**config.mk**
```make
export PLATFORM = sky130hd
export DESIGN_NAME = xirq_ctrl
export DESIGN_NICKNAME = d
export VERILOG_FILES = /design/src/rtl/xirq_pkg.sv /design/src/rtl/xirq_sync.sv /design/src/rtl/xirq_control.sv /design/src/rtl/xirq_datapath.sv /design/src/rtl/xirq_ctrl.sv
export SDC_FILE = /design/constraint.sdc
export NUM_CORES = 1
export LEC_CHECK = 0
export ABC_CLOCK_PERIOD_IN_PS = 3800
export BUFFER_PORTS_ARGS = -buffer_cell sky130_fd_sc_hd__buf_2
export CORE_MARGIN = 2
export CORE_UTILIZATION = 60
export DETAILED_ROUTE_END_ITERATION = 12
export PLACE_DENSITY_LB_ADDON = 0.1
export SKIP_CTS_REPAIR_TIMING = 1
export SYNTH_ARGS = -nofsm -noshare
export SYNTH_HDL_FRONTEND = slang
export SYNTH_SLANG_ARGS = --single-unit
```
**constraint.sdc**
```tcl
create_clock -name clk -period 3.8 [get_ports clk]
set_input_delay 0.38 -clock clk [delete_from_list [all_inputs] [get_ports clk]]
set_output_delay 0.38 -clock clk [all_outputs]
set_load 0.005 [all_outputs]
```
**src/rtl/xirq_pkg.sv**
```systemverilog
package xirq_pkg;
  localparam int REG_W     = 8;
  localparam int GRP_CNT   = 4;
  localparam int GRP_W     = 8;
  localparam int SRC_CNT   = GRP_CNT + 1;
  localparam int GRP_IDX_W = $clog2(GRP_CNT);
  localparam int EN_GRP_LSB = 4;
  localparam logic [REG_W-1:0] EN_WR_MASK = 8'hF1;

  typedef enum logic [1:0] {
    SENSE_LOW  = 2'b00,
    SENSE_ANY  = 2'b01,
    SENSE_FALL = 2'b10,
    SENSE_RISE = 2'b11
  } sense_e;

  typedef enum logic [2:0] {
    RD_NONE,
    RD_ENABLE,
    RD_SENSE,
    RD_GROUP,
    RD_PEND
  } rdsel_e;

  typedef struct packed {
    logic                 wrEnable;
    logic                 wrSense;
    logic [GRP_CNT-1:0]   wrGroup;
    logic                 wrPend;
    logic [SRC_CNT-1:0]   ackClr;
    rdsel_e               rdSel;
    logic [GRP_IDX_W-1:0] rdGroup;
  } strobe_t;

  function automatic logic [SRC_CNT-1:0] byteToSrc(input logic [REG_W-1:0] b);
    logic [SRC_CNT-1:0] s;
    s[0] = b[0];
    for (int g = 0; g < GRP_CNT; g++) s[1+g] = b[EN_GRP_LSB+g];
    return s;
  endfunction

  function automatic logic [REG_W-1:0] srcToByte(input logic [SRC_CNT-1:0] s);
    logic [REG_W-1:0] b;
    b = '0;
    b[0] = s[0];
    for (int g = 0; g < GRP_CNT; g++) b[EN_GRP_LSB+g] = s[1+g];
    return b;
  endfunction
endpackage

```
**src/rtl/xirq_sync.sv**
```systemverilog
module xirq_sync #(
  parameter int W = 32
) (
  input  logic         clk,
  input  logic         rstN,
  input  logic [W-1:0] asyncIn,
  output logic [W-1:0] syncOut
);
  logic [W-1:0] stage1;

  always_ff @(posedge clk or negedge rstN) begin
    if (!rstN) begin
      stage1  <= '0;
      syncOut <= '0;
    end else begin
      stage1  <= asyncIn;
      syncOut <= stage1;
    end
  end
endmodule

```
**src/rtl/xirq_control.sv**
```systemverilog
module xirq_control
  import xirq_pkg::*;
#(
  parameter logic [7:0] ENABLE_ADDR = 8'hD1,
  parameter logic [7:0] SENSE_ADDR  = 8'hD2,
  parameter logic [7:0] GROUP_BASE  = 8'hD3,
  parameter logic [7:0] PEND_ADDR   = 8'hD7
) (
  input  logic [7:0]         regAddr,
  input  logic               regWrEn,
  input  logic [SRC_CNT-1:0] ackVec,
  output strobe_t            strb
);
  always_comb begin
    strb         = '0;
    strb.rdSel   = RD_NONE;
    strb.ackClr  = ackVec;
    if (regAddr == ENABLE_ADDR) begin
      strb.rdSel    = RD_ENABLE;
      strb.wrEnable = regWrEn;
    end else if (regAddr == SENSE_ADDR) begin
      strb.rdSel   = RD_SENSE;
      strb.wrSense = regWrEn;
    end else if (regAddr == PEND_ADDR) begin
      strb.rdSel  = RD_PEND;
      strb.wrPend = regWrEn;
    end else begin
      for (int g = 0; g < GRP_CNT; g++) begin
        if (regAddr == GROUP_BASE + 8'(g)) begin
          strb.rdSel      = RD_GROUP;
          strb.rdGroup    = GRP_IDX_W'(g);
          strb.wrGroup[g] = regWrEn;
        end
      end
    end
  end
endmodule

```
**src/rtl/xirq_datapath.sv**
```systemverilog
module xirq_datapath
  import xirq_pkg::*;
#(
  parameter int PIN_CNT = 31
) (
  input  logic               clk,
  input  logic               rstN,
  input  logic [PIN_CNT:0]   pinSync,
  input  logic               globalEn,
  input  logic [REG_W-1:0]   wrData,
  input  strobe_t            strb,
  output logic [REG_W-1:0]   rdData,
  output logic [SRC_CNT-1:0] irqReq
);
  localparam int PAD_W = GRP_CNT * GRP_W;

  function automatic logic [GRP_W-1:0] groupValid(input int g);
    logic [GRP_W-1:0] v;
    for (int b = 0; b < GRP_W; b++) v[b] = (g * GRP_W + b) < PIN_CNT;
    return v;
  endfunction

  logic [REG_W-1:0]   enReg;
  sense_e             senseMode;
  logic [GRP_W-1:0]   grpMask [GRP_CNT];
  logic [PIN_CNT:0]   prevPin;
  logic [SRC_CNT-1:0] pendQ, srcEvt, clrVec, srcEn, srcLive;
  logic [PAD_W-1:0]   padDelta;
  logic               extNow, extOld, extRise, extFall;

  always_ff @(posedge clk or negedge rstN) begin
    if (!rstN) begin
      enReg     <= '0;
      senseMode <= SENSE_LOW;
    end else begin
      if (strb.wrEnable) enReg <= wrData & EN_WR_MASK;
      if (strb.wrSense)  senseMode <= sense_e'(wrData[1:0]);
    end
  end

  for (genvar g = 0; g < GRP_CNT; g++) begin : gGroup
    localparam logic [GRP_W-1:0] VALID = groupValid(g);
    always_ff @(posedge clk or negedge rstN) begin
      if (!rstN)               grpMask[g] <= '0;
      else if (strb.wrGroup[g]) grpMask[g] <= wrData & VALID;
    end
    assign srcEvt[1+g] = |(padDelta[g*GRP_W +: GRP_W] & grpMask[g]);
  end

  always_ff @(posedge clk or negedge rstN) begin
    if (!rstN) prevPin <= '0;
    else       prevPin <= pinSync;
  end

  always_comb begin
    padDelta = '0;
    padDelta[PIN_CNT-1:0] = pinSync[PIN_CNT:1] ^ prevPin[PIN_CNT:1];
  end

  assign extNow  = pinSync[0];
  assign extOld  = prevPin[0];
  assign extRise = extNow & ~extOld;
  assign extFall = ~extNow & extOld;

  always_comb begin
    unique case (senseMode)
      SENSE_ANY:  srcEvt[0] = extRise | extFall;
      SENSE_FALL: srcEvt[0] = extFall;
      SENSE_RISE: srcEvt[0] = extRise;
      default:    srcEvt[0] = 1'b0;
    endcase
  end

  assign clrVec = strb.ackClr | (strb.wrPend ? byteToSrc(wrData) : '0);

  always_ff @(posedge clk or negedge rstN) begin
    if (!rstN) pendQ <= '0;
    else       pendQ <= (pendQ & ~clrVec) | srcEvt;
  end

  always_comb begin
    srcLive    = pendQ;
    srcLive[0] = (senseMode == SENSE_LOW) ? ~extNow : pendQ[0];
  end

  assign srcEn  = byteToSrc(enReg);
  assign irqReq = srcLive & srcEn & {SRC_CNT{globalEn}};

  always_comb begin
    unique case (strb.rdSel)
      RD_ENABLE: rdData = enReg;
      RD_SENSE:  rdData = {6'b0, senseMode};
      RD_GROUP:  rdData = grpMask[strb.rdGroup];
      RD_PEND:   rdData = srcToByte(pendQ);
      default:   rdData = '0;
    endcase
  end
endmodule

```
**src/rtl/xirq_ctrl.sv**
```systemverilog
module xirq_ctrl
  import xirq_pkg::*;
#(
  parameter int         PIN_CNT     = 31,
  parameter logic [7:0] ENABLE_ADDR = 8'hD1,
  parameter logic [7:0] SENSE_ADDR  = 8'hD2,
  parameter logic [7:0] GROUP_BASE  = 8'hD3,
  parameter logic [7:0] PEND_ADDR   = 8'hD7
) (
  input  logic               clk,
  input  logic               rstN,
  input  logic               extPin,
  input  logic [PIN_CNT-1:0] pinIn,
  input  logic               globalEn,
  input  logic [7:0]         regAddr,
  input  logic               regWrEn,
  input  logic [7:0]         regWrData,
  output logic [7:0]         regRdData,
  input  logic [4:0]         ackVec,
  output logic [4:0]         irqReq
);
  logic [PIN_CNT:0] pinSync;
  strobe_t          strb;

  xirq_sync #(.W(PIN_CNT + 1)) uSync (
    .clk(clk), .rstN(rstN), .asyncIn({pinIn, extPin}), .syncOut(pinSync)
  );

  xirq_control #(
    .ENABLE_ADDR(ENABLE_ADDR), .SENSE_ADDR(SENSE_ADDR),
    .GROUP_BASE(GROUP_BASE), .PEND_ADDR(PEND_ADDR)
  ) uCtrl (
    .regAddr(regAddr), .regWrEn(regWrEn), .ackVec(ackVec), .strb(strb)
  );

  xirq_datapath #(.PIN_CNT(PIN_CNT)) uData (
    .clk(clk), .rstN(rstN), .pinSync(pinSync), .globalEn(globalEn),
    .wrData(regWrData), .strb(strb), .rdData(regRdData), .irqReq(irqReq)
  );
endmodule

```
==> summary.log, run 1 <==
INFO  worst_setup_path cpMaxStageDelayCell=a2111oi_0
INFO  global_routing grt_remaining_overflow=0
INFO  detailed_routing wirelength=11100microns
INFO  finish         finish.net_count=508
INFO  worst_setup_path delay_of_the_slowest_cell_on_the_worst_path=0.51ns
INFO  global_routing global_route.usage.total=24.5%
INFO  worst_setup_path cp.arrival=1.87ns
INFO  synthesis      syn-instance-count=336
INFO  clock_network  clk_transition_reported_paths=0.06ns
INFO  detailed_routing num_vias=3164
INFO  clock_network  cts_htree_levels=4
INFO  clock_network  insertion_delay=0.52ns
INFO  die            die_area=9220squm
INFO  global_routing grt_util_met2=38.6%
INFO  worst_setup_path path_buf_inv=1
INFO  finish         antennaDiodeCount=0
INFO  timing         rsz0062_at_grt=no
INFO  clock_network  cts_tree=yes
INFO  worst_setup_path critical-path-top-delay-family=compound AO/OA/AOI/OAI gates
INFO  worst_setup_path timing_worst_setup_path_type=register to output pin
INFO  place          hpwl_after_dpl=6830microns
INFO  die            ioPinCount=70
INFO  detailed_routing route.detailed.wl_per_inst=19.6microns
INFO  place          io_buffer_count=69
INFO  worst_setup_path data_required_critical_path=3.42ns
INFO  timing         sum_of_negative_setup_slack=0ns
INFO  pwr            swShare=24.9%
INFO  timing         setup_violations=0
INFO  die            row_count=33
INFO  detailed_routing ant_nets=0
INFO  die            initial_utilization=61.8%
INFO  finish         postLayoutCellArea=6410squm
INFO  synthesis      synthXorXnorAreaFrac=5.34%
INFO  detailed_routing drt-initial-drc-count=194
INFO  clock_network  cts.root.buffer_cell=clkbuf_8
INFO  pwr            internal_power=2570uW
INFO  timing         final_critical_path_time_including_i_o_delays_and_setup=2.25ns
INFO  synthesis      synth_edf_count=0
INFO  die            chipHeight=96.0microns
INFO  global_routing grt_first_pass_wirelength=15900microns
INFO  flow_run       maxCapViolations=0
INFO  place          gpl.final_weighted_congestion=0.888
INFO  pwr            power_leakage=0.00312uW
INFO  pwr            pwr-share-clk=46.1%
INFO  pwr            ir_worst_vdd=0.467mV
INFO  global_routing groute.layer.met3.usage=5.48%
INFO  worst_setup_path crit_chain=mux2_2, a21oi_1, a2111oi_0, buf_2
INFO  global_routing grt_max_degree=125
INFO  finish         final_layout_size_suffix_gt1_share=32.5%
INFO  timing         clock-skew-final=0.0122ns
INFO  worst_setup_path worst-path-max-fanout=3
INFO  place          placed_cells=503
INFO  synthesis      post_synth.cell_area_avg=15.1squm
INFO  synthesis      library_cell_with_the_largest_summed_area_after_synthesis=dfrtp_1
INFO  pwr            power_density=533nW/um^2
INFO  synthesis      synthTopCellsByArea=dfrtp_1, mux2_2, xor2_1
INFO  synthesis      synth_sequential_area_ratio=68.5%
INFO  synthesis      synth_mux_area_share=10.3%
INFO  synthesis      dominant_combinational_cell_family_by_area_after_synthesis=multiplexers
INFO  global_routing layer_carrying_the_most_global_route_usage=met2
INFO  detailed_routing drc=0
INFO  worst_setup_path r2r-start=uData.prevPin[2]$_DFF_PN0_
INFO  min_path       min_delay_path_class=input pin to asynchronous set/reset pin
INFO  pwr            power.switching=853uW
INFO  timing         fmax=445MHz
INFO  pwr            combinationalPowerShare=6.4%
INFO  synthesis      synth-async-reset-ratio=100%
INFO  synthesis      synth.top_cell.area_share=68.5%
INFO  worst_setup_path cp-start-kind=register
INFO  synthesis      synthTopCellsByCount=dfrtp_1, mux2_2, xor2_1
INFO  clock_network  cts_buffers=17
INFO  finish         final_standard_cell_count_with_taps_included_and_fillers_excluded=566
INFO  worst_setup_path worst_setup_path_end_kind=output pin
INFO  finish         syn2layout_area_growth=26.3%
INFO  synthesis      synth_flop_cell=dfrtp_1
INFO  synthesis      synth.most_common_cell=dfrtp_1
INFO  pwr            fin_total_pwr=3420uW
INFO  place          detailed_place.area=5520squm
INFO  die            core_area=8220squm
INFO  synthesis      synth_cell_types=43
INFO  global_routing via_count_of_the_first_global_routing_pass=3032
INFO  timing         timing_max_transition_violations_final=0
INFO  synthesis      yosys.area_share.adder=0.493%
INFO  timing         min_period_over_period=59.1%
INFO  global_routing antenna_found_initial=0
INFO  clock_network  total_clock_sinks=139
INFO  status         outcome=complete, no violations
INFO  finish         utilization=78.1%
INFO  synthesis      yosys.area_share.simple=6.01%
INFO  detailed_routing detail_route.first_pass.iterations=4
INFO  timing         timing_worst_slew_pin_value=1.07ns
INFO  synthesis      yosys_warnings=0
INFO  pwr            power.share.sequential=47.5%
INFO  worst_setup_path startpoint=uData.grpMask[3]$_DFFE_PN0P_
INFO  detailed_routing vias_per_instance=5.59
INFO  timing         max-slew-margin-rel=28.4%
INFO  die            horizontal_die_dimension=96.0microns
INFO  synthesis      synth_compound_area_share=7.68%
INFO  clock_network  cts_max_path_buffers=2
INFO  synthesis      syn_nets=395
INFO  timing         final-hold-violation-count=0
INFO  synthesis      synth_area=5080squm
INFO  synthesis      postSynthRegisterBits=139
INFO  global_routing global_route.usage.met1=32.7%
-- cells in the final DEF, fill, tap and decap left out, drive strengths merged, types with 4 or more instances in the layout --
master and instances:
mux2i 4, clkbuf 17, inv 15, mux2 41, nand3 5, buf 71
dlygate4sd3 32, nor2 11, dfrtp 139, a21oi 7, clkinv 4, nor2b 5
nand4 5, a22oi 11, a311o 4, nand2 6, and3 5, a22o 7
xor2 31, o21ai 9
-- worst reg2reg max path, cell delays in order, from the launching register on --
cell      delay (ns)
dfrtp_1         0.38
xor2_1          0.17
a22o_1          0.24
a221oi_1        0.33
nand4_1         0.14
-- sequential cells by signal, indices dropped and copies added, names as in the netlist --
name / flops
uData.grpMask: 31
uSync.syncOut: 32
uData.enReg: 5
uData.pendQ: 5
uSync.stage1: 32
uData.senseMode: 2
uData.prevPin: 32
-- final cells by class --
cell class | count | area, sq um
clock buffer | 17 | 414
clock inverter | 14 | 156
fill | 492 | 1800
inverter | 8 | 30.0
multi-input combinational | 180 | 1520
sequential | 139 | 3480
tap | 105 | 131
timing repair buffer | 103 | 687
-- worst paths after layout --
kind / end / slack (ns) / depth (start not counted)
setup / recovery: regRdData[3] / 1.55 / 4
hold / removal: uSync.syncOut[23]$_DFF_PN0_ / 0.008 / 1
setup reg to reg: uData.pendQ[1]$_DFF_PN0_ / 2.39 / 4
hold reg to reg: uSync.syncOut[27]$_DFF_PN0_ / 0.34 / 0
max in group asynchronous: uData.prevPin[11]$_DFF_PN0_ / 2.90 / 2
min in group clk: uData.pendQ[1]$_DFF_PN0_ / 0.17 / 3
-- logic make-up after synthesis --
logic type / count (synthesis)
mux: 46
compound gates: 53
flops: 139
simple gates: 48
xor+xnor: 31
fa+ha+maj: 2
buf+inv: 17
-- power by group through the flow --
stage	Sequential [uW]	Clock (uW)	Combinational, uW
3_3_place_gp	1640	0	187
2_1_floorplan	1630	0	105
5_1_grt	1630	1670	246
3_5_place_dp	1650	0	194
6_report	1620	1580	220
4_1_cts	1620	1600	196
-- routing by layer --
metal / vias to the layer above / share of wire, %
li1: 1434 / -
met1: 1612 / 42
met2: 99 / 52
met3: 19 / 4.5
met4: 0 / 1.9
met5: - / 0
-- per-stage QoR --
step	hold WS, ns	setup slack [ns]
final	0.00840	1.55
after CTS	-0.0501	1.55
after floorplan	0.0844	2.12
after global placement	0.331	1.60
after detailed placement	0.336	1.59
after global routing	0.116	1.53
(Power assumes the default switching activity.)
==> run 2: changes to the inputs <==
Settings changed: ABC_AREA set to 1, ABC_CLOCK_PERIOD_IN_PS 3800 to 2000, CORE_UTILIZATION 60 to 51.
Clock period 3.8 ns to 2 ns, I/O delays scaled along.
==> summary.log, run 2 <==
INFO  finish         postLayoutCellArea=6780squm [+5.7%]
INFO  clock_network  cts.root.buffer_cell=clkbuf_8
INFO  clock_network  insertion_delay=0.52ns [about the same]
INFO  finish         syn2layout_area_growth=28.7%
INFO  timing         clock-skew-final=0.00540ns [-0.00677 ns]
INFO  finish         utilization=66.5% [-12 points]
INFO  synthesis      synth_cell_types=33 [-23%]
INFO  worst_setup_path cp-start-kind=register
INFO  detailed_routing drc=0 [unchanged]
INFO  timing         timing_max_transition_violations_final=0 [unchanged]
INFO  synthesis      synth_sequential_area_ratio=66.1% [-2.4 points]
INFO  finish         reg_top3=uData.prevPin: 32 flops, uSync.stage1: 32 flops, uSync.syncOut: 32 flops
INFO  place          gpl.final_weighted_congestion=0.901 [+1.5%]
INFO  worst_setup_path data_required_critical_path=1.80ns [-1.62 ns]
INFO  timing         setup_violations=0 [unchanged]
INFO  finish         finish.net_count=682 [+34%]
INFO  synthesis      yosys_warnings=0 [unchanged]
INFO  global_routing via_count_of_the_first_global_routing_pass=3564 [+18%]
INFO  place          detailed_place.area=5770squm [+4.6%]
INFO  timing         final_critical_path_time_including_i_o_delays_and_setup=1.77ns
INFO  min_path       min_delay_path_class=input pin to register
INFO  die            initial_utilization=51.7% [-10 points]
INFO  pwr            fin_total_pwr=6410uW [+87%]
INFO  synthesis      synth-async-reset-ratio=100% [unchanged]
INFO  pwr            power_leakage=0.00326uW [+4.6%]
INFO  pwr            power_density=946nW/um^2 [+77%]
INFO  global_routing antenna_found_initial=0 [unchanged]
INFO  flow_run       maxCapViolations=0 [unchanged]
INFO  timing         rsz0062_at_grt=no
INFO  detailed_routing detail_route.first_pass.iterations=6 [+2]
INFO  die            chipHeight=106microns [+10%]
INFO  synthesis      synthTopCellsByArea=dfrtp_1, nand2_1, inv_1
INFO  synthesis      synth_flop_cell=dfrtp_1
INFO  die            die_area=11200squm [+21%]
INFO  finish         final_common_cell=dfrtp_1
INFO  clock_network  cts_htree_levels=4 [unchanged]
INFO  detailed_routing wirelength=11600microns [+4.6%]
INFO  timing         fmax=564MHz
INFO  die            row_count=37 [+12%]
INFO  clock_network  cts_tree=yes
INFO  status         outcome=complete, no violations
INFO  detailed_routing drt-initial-drc-count=232 [+20%]
INFO  timing         worst_hold_slack=0.0163ns [+0.00786 ns]
INFO  die            ioPinCount=70 [unchanged]
INFO  worst_setup_path timing_worst_setup_path_type=register to output pin
INFO  synthesis      synth.top_cell.area_share=66.1% [-2.4 points]
INFO  synthesis      post_synth.cell_area_avg=10.7squm [-29%]
INFO  worst_setup_path cp.arrival=1.57ns [-0.30 ns]
INFO  global_routing grt_first_pass_wirelength=18200microns [+14%]
INFO  synthesis      syn-instance-count=492 [+46%]
INFO  clock_network  total_clock_sinks=139 [unchanged]
INFO  timing         min_period_over_period=88.6%
INFO  detailed_routing ant_nets=0 [unchanged]
INFO  global_routing grt_max_degree=64 [-49%]
INFO  clock_network  cts_buffers=17 [unchanged]
INFO  synthesis      synth.most_common_cell=dfrtp_1
INFO  synthesis      synth_edf_count=0 [unchanged]
INFO  synthesis      syn_nets=551 [+39%]
INFO  place          io_buffer_count=69 [unchanged]
INFO  finish         antennaDiodeCount=0 [unchanged]
INFO  synthesis      synth_area=5270squm [+3.6%]
INFO  timing         final-hold-violation-count=0 [unchanged]
INFO  clock_network  clk_transition_reported_paths=0.06ns [about the same]
INFO  timing         sum_of_negative_setup_slack=0ns [unchanged]
INFO  worst_setup_path worst_setup_path_end_kind=output pin
INFO  synthesis      synthTopCellsByCount=dfrtp_1, nand2_1, inv_1
INFO  timing         timing_worst_slew_pin_value=0.585ns [-0.489 ns]
INFO  detailed_routing route.detailed.wl_per_inst=15.1microns [-23%]
INFO  global_routing global_route.usage.total=22.0% [-2.4 points]
INFO  place          hpwl_after_dpl=7970microns [+17%]
INFO  finish         layout_common_cells=dfrtp_1, nand2_1, buf_2
INFO  finish         final_layout_size_suffix_gt1_share=23.1% [-9.4 points]
INFO  detailed_routing vias_per_instance=4.99 [-11%]
INFO  timing         max-slew-margin-rel=61.0% [+33 points]
INFO  clock_network  cts_max_path_buffers=2 [unchanged]
INFO  worst_setup_path regToRegSetupSlack=0.73ns [-1.66 ns]
INFO  global_routing grt_remaining_overflow=0 [unchanged]
INFO  synthesis      library_cell_with_the_largest_summed_area_after_synthesis=dfrtp_1
INFO  worst_setup_path worst-path-max-fanout=2 [-1]
INFO  die            horizontal_die_dimension=106microns [+10%]
INFO  die            core_area=10200squm [+24%]
INFO  detailed_routing num_vias=3856 [+22%]
INFO  synthesis      postSynthRegisterBits=139 [unchanged]
INFO  pwr            ir_worst_vdd=0.827mV [+77%]
run 2: cell count changes after synthesis, sizes merged, moves of 22 or more:
cell | before | now
nand2 | 6 | 121
o21ai | 9 | 57
xor2 | 31 | 9
mux2 | 41 | 0
inv | 8 | 47
nand3 | 5 | 30
run 2: cell type report:
class	instances	area, sq um
repair buffers	120	860
flip-flops and latches	139	3480
clock inverters	12	116
fillers	792	3410
inverters	49	186
clock buffers	20	435
well taps	136	170
multi-input cells	296	1530
run 2: stage by stage:
step           cells  setup slack, ns
6_report         772            0.227
5_1_grt          772            0.131
4_1_cts          727            0.215
3_5_place_dp     695            0.340
3_3_place_gp     695            0.365
2_1_floorplan    492            0.768
run 2: layer usage:
layer	up-vias	GRT usage, %	part of all wire, %
met5	-	0	0
met4	0	8.83	1.8
met3	21	5.63	5.3
met2	127	33.7	47
met1	1842	30.4	46
li1	1866	-	-
run 2: power by group:
| group | switching (uW) | internal, uW | leakage [uW] |
|---|---|---|---|
| registers | 93.7 | 2980 | 0.00168 |
| clock network | 1180 | 1690 | 0.000260 |
| logic | 257 | 205 | 0.00132 |
| total | 1540 | 4880 | 0.00326 |
run 2: logic make-up (layout without fill, tap and decap cells):
family          Yosys count  in the layout  synth area share [%]
compound gates           87             87                  9.65
flops                   139            139                  66.1
simple gates            198            198                  17.4
buf+inv                  57            201                  4.87
fa+ha+maj                 2              2                 0.475
xor+xnor                  9              9                  1.50
run 2: critical path, cell delays in order (launching register included):
cell and delay (ns):
dfrtp_1 0.38, inv_1 0.12, nand4_1 0.11, nand3_1 0.09
nand2_1 0.05, nand2_1 0.08, nand2_1 0.08, buf_2 0.13
run 2: final timing paths:
| kind | from | end | depth (start not counted) |
|---|---|---|---|
| worst max-delay path | uData.grpMask[1]$_DFFE_PN0P_ | regRdData[1] | 7 |
| worst min-delay path | regWrData[3] | uData.grpMask[11]$_DFFE_PN0P_ | 3 |
| worst max register to register | uData.prevPin[20]$_DFF_PN0_ | uData.pendQ[3]$_DFF_PN0_ | 5 |
| worst min register to register | uSync.stage1[16]$_DFF_PN0_ | uSync.syncOut[16]$_DFF_PN0_ | 0 |
| max in group asynchronous | rstN | uSync.syncOut[20]$_DFF_PN0_ | 3 |
| min in group asynchronous | rstN | uData.prevPin[5]$_DFF_PN0_ | 2 |
==> run 3: changes to the inputs <==
Settings changed: ABC_AREA 1 to not set.
==> summary.log, run 3 (synthesis results as in run 1) <==
INFO  status         outcome=finished with violations
INFO  status         failing_checks=hold timing
INFO  pwr            power_leakage=0.00316uW [-3.2%]
INFO  global_routing global_route.usage.total=20.2% [-1.8 points]
INFO  clock_network  cts_max_path_buffers=2 [unchanged]
INFO  timing         clock-skew-final=0.00401ns [-0.00139 ns]
INFO  finish         reg_top3=uData.prevPin: 32 flops, uSync.stage1: 32 flops, uSync.syncOut: 32 flops
INFO  clock_network  total_clock_sinks=139 [unchanged]
INFO  timing         setup_violations=0 [unchanged]
INFO  finish         utilization=67.4% [+0.85 points]
INFO  die            initial_utilization=52.2% [+0.52 points]
INFO  die            ioPinCount=70 [unchanged]
INFO  timing         min_period_over_period=95.7% [+7.1 points]
INFO  worst_setup_path r2r-start=uSync.syncOut[0]$_DFF_PN0_
INFO  worst_setup_path startpoint=uData.pendQ[2]$_DFF_PN0_
INFO  place          detailed_place.area=5610squm [-2.8%]
INFO  die            core_area=9730squm [-4.5%]
INFO  min_path       hold_path_startpoint=ackVec[3]
INFO  finish         finish.net_count=514 [-25%]
INFO  worst_setup_path data_required_critical_path=1.80ns [about the same]
INFO  timing         fmax=522MHz [-7.4%]
INFO  global_routing grt_remaining_overflow=0 [unchanged]
INFO  clock_network  insertion_delay=0.51ns [about the same]
INFO  clock_network  cts_buffers=17 [unchanged]
INFO  finish         postLayoutCellArea=6560squm [-3.2%]
INFO  detailed_routing vias_per_instance=5.18 [+3.7%]
INFO  detailed_routing drt-initial-drc-count=242 [+4.3%]
INFO  detailed_routing drc=0 [unchanged]
INFO  pwr            power_density=1000nW/um^2 [+5.8%]
INFO  worst_setup_path worst_setup_path_end_kind=output pin
INFO  global_routing antenna_found_initial=0 [unchanged]
INFO  finish         antennaDiodeCount=0 [unchanged]
INFO  worst_setup_path worst-path-max-fanout=3 [+1]
INFO  die            horizontal_die_dimension=104microns [-1.7%]
INFO  worst_setup_path cp.arrival=1.71ns [+0.14 ns]
INFO  detailed_routing ant_nets=0 [unchanged]
INFO  place          hpwl_after_dpl=6990microns [-12%]
INFO  timing         rsz0062_at_grt=yes
INFO  place          gpl.final_weighted_congestion=0.879 [-2.5%]
INFO  timing         timing_max_transition_violations_final=0 [unchanged]
INFO  detailed_routing num_vias=3109 [-19%]
INFO  timing         worst_hold_slack=-0.0154ns [-0.0317 ns]
INFO  worst_setup_path cp-start-kind=register
INFO  min_path       min_delay_path_class=input pin to register
INFO  clock_network  clk_transition_reported_paths=0.06ns [about the same]
INFO  clock_network  cts.root.buffer_cell=clkbuf_8
INFO  timing         final-hold-violation-count=2 [+2]
INFO  detailed_routing detail_route.first_pass.iterations=4 [-2]
INFO  clock_network  cts_htree_levels=4 [unchanged]
INFO  global_routing via_count_of_the_first_global_routing_pass=3100 [-13%]
INFO  place          io_buffer_count=69 [unchanged]
INFO  die            row_count=36 [-2.7%]
INFO  timing         timing_worst_slew_pin_value=0.431ns [-0.154 ns]
INFO  die            chipHeight=104microns [-1.7%]
INFO  global_routing grt_first_pass_wirelength=16400microns [-9.8%]
INFO  pwr            ir_worst_vdd=0.652mV [-21%]
INFO  global_routing grt_max_degree=52 [-19%]
INFO  worst_setup_path timing_worst_setup_path_type=register to output pin
INFO  timing         final_critical_path_time_including_i_o_delays_and_setup=1.91ns [+0.142 ns]
INFO  detailed_routing wirelength=10100microns [-13%]
INFO  detailed_routing route.detailed.wl_per_inst=16.9microns [+12%]
INFO  finish         layout_common_cells=dfrtp_1, buf_2, mux2_2
INFO  die            die_area=10800squm [-3.4%]
INFO  pwr            fin_total_pwr=6560uW [+2.3%]
INFO  finish         final_common_cell=dfrtp_1
INFO  clock_network  cts_tree=yes
INFO  finish         syn2layout_area_growth=29.1%
INFO  timing         max-slew-margin-rel=71.2% [+10 points]
INFO  flow_run       maxCapViolations=0 [unchanged]
INFO  finish         final_layout_size_suffix_gt1_share=33.0% [+9.9 points]
## run 3: worst paths after layout
path	cells past startpoint	slack [ns]	to
worst min register to register	0	0.35	uSync.syncOut[31]$_DFF_PN0_
worst min-delay path	3	-0.02	uData.pendQ[3]$_DFF_PN0_
min in group asynchronous	2	0.18	uSync.syncOut[17]$_DFF_PN0_
worst max-delay path	5	0.09	regRdData[5]
max in group asynchronous	3	1.20	uSync.stage1[27]$_DFF_PN0_
worst max register to register	4	0.65	uData.pendQ[0]$_DFF_PN0_
## run 3: layout make-up
cell class / instances / area [sq um]
well taps: 133 / 166
clock inverters: 10 / 143
repair buffers: 109 / 762
multi-input cells: 180 / 1530
flip-flops and latches: 139 / 3480
clock buffers: 21 / 449
fillers: 704 / 3170
inverters: 8 / 30.0
## run 3: power by group
part           switching (uW)  internal (uW)  total, uW
Sequential                110           2980       3090
Combinational             208            220        429
Clock                    1090           1960       3050
## run 3: metrics by stage
step	setup TNS (ns)	hold WS, ns	cells	worst slack (ns)
2_1_floorplan	0	-0.0956	336	0.681
3_3_place_gp	0	0.143	535	0.313
3_5_place_dp	0	0.156	535	0.330
4_1_cts	0	-0.391	566	0.0318
5_1_grt	-0.0364	0.00288	600	-0.0364
6_report	0	-0.0154	600	0.0852
## run 3: critical path, stage by stage (launching register included)
cell and delay [ns]:
dfrtp_1 0.42, mux2_2 0.28, a22o_1 0.19, a22oi_2 0.13, nor2_1 0.06, buf_2 0.13
## run 3: routing by layer
metal  track usage [%]  vias up  wire (microns)
met5                 0        -               0
met4              7.14        0             162
met3              6.36       13             576
met2              31.0       87            4860
met1              27.5     1570            4530
li1                  -     1439               -
